===== src/rtl/ebc_pkg.sv =====
package ebc_pkg;

  localparam int LANE_W = 8;

  localparam logic [1:0] KIND_FETCH = 2'd0;
  localparam logic [1:0] KIND_READ  = 2'd1;
  localparam logic [1:0] KIND_WRITE = 2'd2;

  typedef enum logic [1:0] {
    ST_IDLE = 2'd0,
    ST_ADDR = 2'd1,
    ST_HOLD = 2'd2,
    ST_STRB = 2'd3
  } bus_state_e;

  function automatic logic kind_is_write(input logic [1:0] k);
    return k == KIND_WRITE;
  endfunction

  function automatic logic kind_is_fetch(input logic [1:0] k);
    return k == KIND_FETCH;
  endfunction

endpackage


===== src/rtl/ebc_cfg_latch.sv =====
module ebc_cfg_latch #(
  parameter int SW_W = 2,
  parameter int AW_W = 1
) (
  input  logic            clk,
  input  logic            rst_n,
  input  logic            page_i,
  input  logic [1:0]      abits_i,
  input  logic [SW_W-1:0] sw_i,
  input  logic [AW_W-1:0] aw_i,
  output logic            page_o,
  output logic [1:0]      abits_o,
  output logic [SW_W-1:0] sw_o,
  output logic [AW_W-1:0] aw_o,
  output logic            ready_o
);

  logic            taken_q;
  logic            load_en;
  logic            page_q;
  logic [1:0]      abits_q;
  logic [SW_W-1:0] sw_q;
  logic [AW_W-1:0] aw_q;

  assign load_en = !taken_q;

  always_ff @(posedge clk or negedge rst_n) begin
    if (!rst_n) begin
      taken_q <= 1'b0;
      page_q  <= 1'b0;
      abits_q <= '0;
      sw_q    <= '0;
      aw_q    <= '0;
    end else if (load_en) begin
      taken_q <= 1'b1;
      page_q  <= page_i;
      abits_q <= abits_i;
      sw_q    <= sw_i;
      aw_q    <= aw_i;
    end
  end

  assign page_o  = page_q;
  assign abits_o = abits_q;
  assign sw_o    = sw_q;
  assign aw_o    = aw_q;
  assign ready_o = taken_q;

endmodule


===== src/rtl/ebc_page_track.sv =====
module ebc_page_track #(
  parameter int PG_W = 10
) (
  input  logic            clk,
  input  logic            rst_n,
  input  logic            load_i,
  input  logic [PG_W-1:0] load_pg_i,
  input  logic [PG_W-1:0] cmp_pg_i,
  output logic            hit_o
);

  logic            vld_q;
  logic [PG_W-1:0] pg_q;

  always_ff @(posedge clk or negedge rst_n) begin
    if (!rst_n) begin
      vld_q <= 1'b0;
      pg_q  <= '0;
    end else if (load_i) begin
      vld_q <= 1'b1;
      pg_q  <= load_pg_i;
    end
  end

  assign hit_o = vld_q && (pg_q == cmp_pg_i);

endmodule


===== src/rtl/ebc_seq.sv =====
module ebc_seq
  import ebc_pkg::*;
#(
  parameter int ADDR_W = 18,
  parameter int SW_W   = 2,
  parameter int AW_W   = 1,
  parameter int CNT_W  = 2
) (
  input  logic              clk,
  input  logic              rst_n,
  input  logic              cfg_ready_i,
  input  logic [SW_W-1:0]   sw_i,
  input  logic [AW_W-1:0]   aw_i,
  input  logic [1:0]        rtw_ctl_i,
  input  logic              ext_wait_i,
  input  logic              req_valid_i,
  input  logic [1:0]        req_kind_i,
  input  logic [ADDR_W-1:0] req_addr_i,
  input  logic [LANE_W-1:0] req_wdata_i,
  input  logic              page_hit_i,
  output logic              req_ready_o,
  output logic              done_o,
  output logic              strb_end_o,
  output bus_state_e        state_o,
  output logic [1:0]        kind_o,
  output logic [ADDR_W-1:0] addr_o,
  output logic [LANE_W-1:0] wdata_o
);

  bus_state_e        state_q, state_d;
  logic [CNT_W-1:0]  cnt_q, cnt_d;
  logic [1:0]        kind_q;
  logic [ADDR_W-1:0] addr_q;
  logic [LANE_W-1:0] wdata_q;
  logic              done_q;
  logic              accept;
  logic              strb_end;
  logic              rtw_hold;
  logic [CNT_W-1:0]  aw_lim;
  logic [CNT_W-1:0]  sw_lim;

  assign aw_lim      = CNT_W'(aw_i);
  assign sw_lim      = CNT_W'(sw_i);
  assign req_ready_o = (state_q == ST_IDLE) && cfg_ready_i;
  assign accept      = req_ready_o && req_valid_i;
  assign rtw_hold    = ext_wait_i &&
                       (kind_is_write(kind_q) ? rtw_ctl_i[1] : rtw_ctl_i[0]);

  always_comb begin
    state_d  = state_q;
    cnt_d    = cnt_q;
    strb_end = 1'b0;
    unique case (state_q)
      ST_IDLE: begin
        if (accept) begin
          state_d = page_hit_i ? ST_STRB : ST_ADDR;
          cnt_d   = '0;
        end
      end
      ST_ADDR: begin
        if (cnt_q >= aw_lim) begin
          state_d = ST_HOLD;
          cnt_d   = '0;
        end else begin
          cnt_d = cnt_q + CNT_W'(1);
        end
      end
      ST_HOLD: begin
        state_d = ST_STRB;
        cnt_d   = '0;
      end
      ST_STRB: begin
        if (cnt_q < sw_lim) begin
          cnt_d = cnt_q + CNT_W'(1);
        end else if (!rtw_hold) begin
          state_d  = ST_IDLE;
          cnt_d    = '0;
          strb_end = 1'b1;
        end
      end
      default: state_d = ST_IDLE;
    endcase
  end

  always_ff @(posedge clk or negedge rst_n) begin
    if (!rst_n) begin
      state_q <= ST_IDLE;
      cnt_q   <= '0;
      done_q  <= 1'b0;
    end else begin
      state_q <= state_d;
      cnt_q   <= cnt_d;
      done_q  <= strb_end;
    end
  end

  always_ff @(posedge clk or negedge rst_n) begin
    if (!rst_n) begin
      kind_q  <= KIND_FETCH;
      addr_q  <= '0;
      wdata_q <= '0;
    end else if (accept) begin
      kind_q  <= req_kind_i;
      addr_q  <= req_addr_i;
      wdata_q <= req_wdata_i;
    end
  end

  assign done_o     = done_q;
  assign strb_end_o = strb_end;
  assign state_o    = state_q;
  assign kind_o     = kind_q;
  assign addr_o     = addr_q;
  assign wdata_o    = wdata_q;

endmodule


===== src/rtl/ebc_lane_drv.sv =====
module ebc_lane_drv
  import ebc_pkg::*;
#(
  parameter int ADDR_W = 18,
  parameter int XA_W   = 2
) (
  input  logic              clk,
  input  logic              rst_n,
  input  bus_state_e        state_i,
  input  logic [1:0]        kind_i,
  input  logic [ADDR_W-1:0] addr_i,
  input  logic [LANE_W-1:0] wdata_i,
  input  logic              page_i,
  input  logic [1:0]        abits_i,
  input  logic              strb_end_i,
  input  logic [LANE_W-1:0] p0_in,
  input  logic [LANE_W-1:0] p2_in,
  output logic [LANE_W-1:0] p0_out,
  output logic              p0_oe,
  output logic [LANE_W-1:0] p2_out,
  output logic              p2_oe,
  output logic [XA_W-1:0]   xa_out,
  output logic [XA_W-1:0]   xa_oe,
  output logic              ale,
  output logic              rd_n,
  output logic              wr_n,
  output logic              psen_n,
  output logic [LANE_W-1:0] rdata
);

  logic              active;
  logic              in_addr;
  logic              in_strb;
  logic              wr_drive;
  logic              mux_oe;
  logic [LANE_W-1:0] lo_byte;
  logic [LANE_W-1:0] hi_byte;
  logic [LANE_W-1:0] rdata_q;
  logic [LANE_W-1:0] lane_in;

  assign active   = state_i != ST_IDLE;
  assign in_addr  = state_i == ST_ADDR;
  assign in_strb  = state_i == ST_STRB;
  assign wr_drive = kind_is_write(kind_i) &&
                    ((state_i == ST_HOLD) || in_strb);
  assign mux_oe   = in_addr || wr_drive;
  assign lo_byte  = addr_i[LANE_W-1:0];
  assign hi_byte  = addr_i[2*LANE_W-1:LANE_W];

  always_comb begin
    if (page_i) begin
      p0_out = lo_byte;
      p0_oe  = active;
      p2_out = wr_drive ? wdata_i : hi_byte;
      p2_oe  = active && mux_oe;
    end else begin
      p0_out = wr_drive ? wdata_i : lo_byte;
      p0_oe  = active && mux_oe;
      p2_out = hi_byte;
      p2_oe  = active;
    end
  end

  for (genvar gi = 0; gi < XA_W; gi++) begin : g_xa
    logic pin_used;
    assign pin_used   = {30'd0, abits_i} >= (gi + 1);
    assign xa_out[gi] = addr_i[16+gi];
    assign xa_oe[gi]  = active && pin_used;
  end

  assign ale    = in_addr;
  assign psen_n = !(in_strb && kind_is_fetch(kind_i));
  assign wr_n   = !(in_strb && kind_is_write(kind_i));
  assign rd_n   = !(in_strb && !kind_is_fetch(kind_i) && !kind_is_write(kind_i));

  assign lane_in = page_i ? p2_in : p0_in;

  always_ff @(posedge clk or negedge rst_n) begin
    if (!rst_n) begin
      rdata_q <= '0;
    end else if (strb_end_i) begin
      rdata_q <= lane_in;
    end
  end

  assign rdata = rdata_q;

endmodule


===== src/rtl/ext_bus_ctl.sv =====
module ext_bus_ctl
  import ebc_pkg::*;
#(
  parameter int ADDR_W = 18,
  parameter int SW_W   = 2,
  parameter int AW_W   = 1
) (
  input  logic              clk,
  input  logic              rst_n,
  input  logic              cfg_page_mode,
  input  logic [1:0]        cfg_addr_bits,
  input  logic [SW_W-1:0]   cfg_strobe_waits,
  input  logic [AW_W-1:0]   cfg_ale_waits,
  input  logic [1:0]        rtw_ctl,
  input  logic              ext_wait,
  input  logic              req_valid,
  output logic              req_ready,
  input  logic [1:0]        req_kind,
  input  logic [ADDR_W-1:0] req_addr,
  input  logic [7:0]        req_wdata,
  output logic              done,
  output logic [7:0]        rdata,
  output logic [7:0]        p0_out,
  output logic              p0_oe,
  input  logic [7:0]        p0_in,
  output logic [7:0]        p2_out,
  output logic              p2_oe,
  input  logic [7:0]        p2_in,
  output logic [ADDR_W-17:0] xa_out,
  output logic [ADDR_W-17:0] xa_oe,
  output logic              ale,
  output logic              rd_n,
  output logic              wr_n,
  output logic              psen_n
);

  localparam int XA_W  = ADDR_W - 16;
  localparam int PG_W  = ADDR_W - LANE_W;
  localparam int CNT_W = (SW_W > AW_W) ? SW_W : AW_W;

  logic              cfg_page;
  logic [1:0]        cfg_abits;
  logic [SW_W-1:0]   cfg_sw;
  logic [AW_W-1:0]   cfg_aw;
  logic              cfg_ready;
  logic [ADDR_W-1:0] addr_mask;
  logic [ADDR_W-1:0] eff_addr;
  logic              trk_hit;
  logic              page_hit;
  logic              strb_end;
  bus_state_e        state;
  logic [1:0]        kind_q;
  logic [ADDR_W-1:0] addr_q;
  logic [7:0]        wdata_q;

  ebc_cfg_latch #(.SW_W(SW_W), .AW_W(AW_W)) u_cfg (
    .clk     (clk),
    .rst_n   (rst_n),
    .page_i  (cfg_page_mode),
    .abits_i (cfg_addr_bits),
    .sw_i    (cfg_strobe_waits),
    .aw_i    (cfg_ale_waits),
    .page_o  (cfg_page),
    .abits_o (cfg_abits),
    .sw_o    (cfg_sw),
    .aw_o    (cfg_aw),
    .ready_o (cfg_ready)
  );

  always_comb begin
    addr_mask = '1;
    for (int i = 0; i < XA_W; i++) begin
      addr_mask[16+i] = {30'd0, cfg_abits} >= (i + 1);
    end
  end

  assign eff_addr = req_addr & addr_mask;

  ebc_page_track #(.PG_W(PG_W)) u_trk (
    .clk       (clk),
    .rst_n     (rst_n),
    .load_i    (state == ST_ADDR),
    .load_pg_i (addr_q[ADDR_W-1:LANE_W]),
    .cmp_pg_i  (eff_addr[ADDR_W-1:LANE_W]),
    .hit_o     (trk_hit)
  );

  assign page_hit = cfg_page && kind_is_fetch(req_kind) && trk_hit;

  ebc_seq #(
    .ADDR_W (ADDR_W),
    .SW_W   (SW_W),
    .AW_W   (AW_W),
    .CNT_W  (CNT_W)
  ) u_seq (
    .clk         (clk),
    .rst_n       (rst_n),
    .cfg_ready_i (cfg_ready),
    .sw_i        (cfg_sw),
    .aw_i        (cfg_aw),
    .rtw_ctl_i   (rtw_ctl),
    .ext_wait_i  (ext_wait),
    .req_valid_i (req_valid),
    .req_kind_i  (req_kind),
    .req_addr_i  (eff_addr),
    .req_wdata_i (req_wdata),
    .page_hit_i  (page_hit),
    .req_ready_o (req_ready),
    .done_o      (done),
    .strb_end_o  (strb_end),
    .state_o     (state),
    .kind_o      (kind_q),
    .addr_o      (addr_q),
    .wdata_o     (wdata_q)
  );

  ebc_lane_drv #(.ADDR_W(ADDR_W), .XA_W(XA_W)) u_lane (
    .clk        (clk),
    .rst_n      (rst_n),
    .state_i    (state),
    .kind_i     (kind_q),
    .addr_i     (addr_q),
    .wdata_i    (wdata_q),
    .page_i     (cfg_page),
    .abits_i    (cfg_abits),
    .strb_end_i (strb_end),
    .p0_in      (p0_in),
    .p2_in      (p2_in),
    .p0_out     (p0_out),
    .p0_oe      (p0_oe),
    .p2_out     (p2_out),
    .p2_oe      (p2_oe),
    .xa_out     (xa_out),
    .xa_oe      (xa_oe),
    .ale        (ale),
    .rd_n       (rd_n),
    .wr_n       (wr_n),
    .psen_n     (psen_n),
    .rdata      (rdata)
  );

endmodule


===== config.mk =====
export PLATFORM = sky130hd
export DESIGN_NAME = ext_bus_ctl
export DESIGN_NICKNAME = d
export VERILOG_FILES = /design/src/rtl/ebc_pkg.sv /design/src/rtl/ebc_cfg_latch.sv /design/src/rtl/ebc_page_track.sv /design/src/rtl/ebc_seq.sv /design/src/rtl/ebc_lane_drv.sv /design/src/rtl/ext_bus_ctl.sv
export SDC_FILE = /design/constraint.sdc
export NUM_CORES = 1
export LEC_CHECK = 0
export ABC_AREA = 1
export ABC_CLOCK_PERIOD_IN_PS = 3080
export CAP_MARGIN = 20
export CORE_MARGIN = 5
export CORE_UTILIZATION = 50
export CTS_CLUSTER_DIAMETER = 30
export DETAILED_ROUTE_END_ITERATION = 8
export HOLD_SLACK_MARGIN = 0.12
export PLACE_DENSITY = 0.85
export SLEW_MARGIN = 20
export SYNTH_ARGS = -nofsm -noshare
export SYNTH_HDL_FRONTEND = slang
export SYNTH_SLANG_ARGS = --single-unit

===== constraint.sdc =====
create_clock -name clk -period 3.08 [get_ports clk]
set_clock_uncertainty 0.2 [all_clocks]
set_input_delay 0.616 -clock clk [delete_from_list [all_inputs] [get_ports clk]]
set_output_delay 0.616 -clock clk [all_outputs]
set_load 0.02 [all_outputs]

==> results.ini <==
[floorplanning]
row_count=28
ios=92
die-height_um=87.1
initial_utilization_pct=50.8
die_area_sq_mm=0.00758
coreArea_sq_mm=0.00585
die_w_um=87.1

[hold_path]
min_path_type=input pin to asynchronous set/reset pin

[grt]
grt_pass1_vias=2646
grt_max_degree=60
grt_pass1_wl_um=12000
overflow=0
grtUsageTotal_pct=20.6
antenna_found_initial=0

[synthesis]
syn-instance-count=377
syn-num-nets=440
synthArstFlopShare_pct=100
synth_edf_count=0
synth-seq-cells=59
yosysWarnings=0
syn_area_per_cell_sq_um=7.88
seq_area_frac_synth_pct=49.7
yosysTopAreaCellShare_pct=49.7
synth_area_leaders=dfrtp_1 50%, nand2_1 18%, o21ai_0 7.8%
synth_cell_types=28
syn_area_sq_mm=0.00297
synth-main-ff-cell=dfrtp_1
yosys.area.top_type=dfrtp_1

[clock_network]
cts_tree=yes
h-tree-depth=3
cts_buffers=9
cts.sinks=59
cts_root_buf=clkbuf_8
clk_latency_ns=0.34
path_clk_slew_ns=0.07
cts_buffer_depth=2

[place]
place_congestion=0.864
dp_hpwl_um=5550
dp_slack_ns=0.179
io_buffers=91

[critical_path]
critPathLaunch=u_seq.state_o[0]
rr_startpoint=u_seq.state_o[1]
cp_cell_sequence=inv_1, ha_1, nor2_1, nor2_1, nand2_2, o21ai_0, dlygate4sd2_1
cp_slowest_stage_delay_ns=0.42
crit_buf_inv=2
cp_common_cell=nor2_1
rr_worst_depth=7
path_delay_family=buffers and inverters
crit_arrival_ns=2.07
required_ns=2.26
cp-start-kind=register
path_depth=7
crit_type=register to primary output
slowest_stage=dfrtp_1
crit_path_end_kind=primary output
cp_max_fo=16

[cells_and_area]
antenna_cells=0
fin_nets=533
synthToLayoutAreaGrowth_pct=38.0
drive_gt1_share_pct=6.95

[detailed_routing]
drc_errors=0
avgRoutedWirePerCell_um=13.4
drtIter0Drc=197
detail_route.vias_per_cell=4.92
vias=2707
wl_um=7360
ant_nets=0
dr.pass1.iters=6

[timing]
setup_tns_ns=0
holdWs_ns=0.215
rsz0062_at_grt=false
hold_viol=0
min_period_ns=2.89
setup_viol=0
drv_slew=0
fmax_mhz=347
fin_crit_sh_pct=93.7
worst_slack_ns=0.195
tightest_slew_ns=0.703
slew_headroom_pct=53.1

[pwr]
cellPowerDensity_mw_per_mm2=885
power.total_mw=3.63
power.leakage_nw=2.08
ir_drop_uv=471

[job]
drv_cap=0

[status]
status=finished clean

-- through the flow --
stage | utilization [%] | cell area, sq um | instances
3_5_place_dp | 67.1 | 3930 | 534
6_report | 70.0 | 4100 | 550
5_1_grt | 70.0 | 4100 | 550
3_3_place_gp | 67.1 | 3930 | 534
2_1_floorplan | - | 2970 | 377
4_1_cts | 70.0 | 4100 | 550
-- final cells by class --
| type | count | area [sq um] |
|---|---|---|
| repair buffers | 97 | 931 |
| inverters | 40 | 150 |
| flip-flops and latches | 59 | 1480 |
| well taps | 75 | 93.8 |
| multi-input cells | 263 | 1260 |
| fillers | 461 | 1750 |
| clock inverters | 2 | 35.0 |
| clock buffers | 14 | 153 |
-- routing by layer --
metal,vias to the layer above,share of wire [%],GRT usage [%]
met4,0,2.2,9.77
met5,-,0,0
li1,1362,-,-
met1,1231,41,25.7
met3,19,8.9,5.11
met2,95,48,33.4
-- cells in the mapped netlist (all sizes together) (2+ instances only) --
master and instances:
inv 40, ha 7, a21oi 6, nand2 149, dfrtp 59, o21ai 55
clkbuf 5, buf 10, mux2 2, mux2i 8, nand4 2, nand3 10
nor2 18
-- where the power goes --
| part | leakage, nW | internal, mW | switching, mW | total [mW] |
|---|---|---|---|---|
| sequential | 0.733 | 1.08 | 0.196 | 1.28 |
| clock | 0.0947 | 0.396 | 0.281 | 0.677 |
| combinational | 1.25 | 0.677 | 0.994 | 1.67 |
-- cell usage in the layout, fill, tap and decap left out --
master,n
or2_2,1
clkbuf_1,4
nand3_1,9
a21oi_1,5
dfrtp_1,59
xor2_1,1
ha_1,7
clkdlybuf4s50_1,74
dlygate4sd2_1,16
nand2_1,144
a21oi_4,1
buf_2,1
o21ai_0,46
nand4_1,2
nor2_2,1
inv_1,37
nor2_1,17
clkbuf_8,10
buf_4,6
nand3b_1,1
bufinv_16,1
mux2_2,2
nand2_2,5
nand3_2,1
xnor2_1,1
nor3b_1,1
inv_2,3
clkinv_2,1
conb_1,1
mux2i_1,8
o21ai_1,9
-- logic make-up (layout without fill, tap and decap cells) --
logic type / Yosys count / in the layout / share of synthesized area [%]
flip-flops: 59 / 59 / 49.7
AND/OR/NAND/NOR: 182 / 182 / 24.4
adder cells (fa/ha/maj): 7 / 7 / 2.95
AO/OA/AOI/OAI: 61 / 61 / 10.7
other: 1 / 1 / 0.126
buffers and inverters: 55 / 153 / 8.09
XOR/XNOR: 2 / 2 / 0.590
multiplexers: 10 / 10 / 3.45
-- sequential cells by signal (all words and copies together), names as in the netlist --
register / flops
u_cfg.ready_o: 1
u_cfg.abits_o: 2
u_seq.cnt_q: 2
u_seq.done_o: 1
u_trk.vld_q: 1
u_seq.wdata_o: 8
u_trk.pg_q: 10
u_seq.kind_o: 2
u_cfg.sw_o: 2
u_cfg.page_o: 1
u_cfg.aw_o: 1
u_seq.state_o: 2
u_seq.addr_o: 18
u_lane.rdata: 8
-- worst paths after layout --
path | end | slack [ns]
max in group asynchronous | u_seq.wdata_o[2] | 2.00
min in group clk | u_trk.vld_q | 0.28
setup reg to reg | u_seq.wdata_o[7] | 1.02
setup / recovery | p0_out[2] | 0.19
hold / removal | u_trk.pg_q[0] | 0.21
hold reg to reg | u_trk.vld_q | 0.28
-- repair_timing --
item,in CTS,in global routing
hold buffers,0,0
setup endpoints to repair,16,0
buffers inserted,0,0
gates resized for setup,18,0
Power figures use the tool's default switching activity.
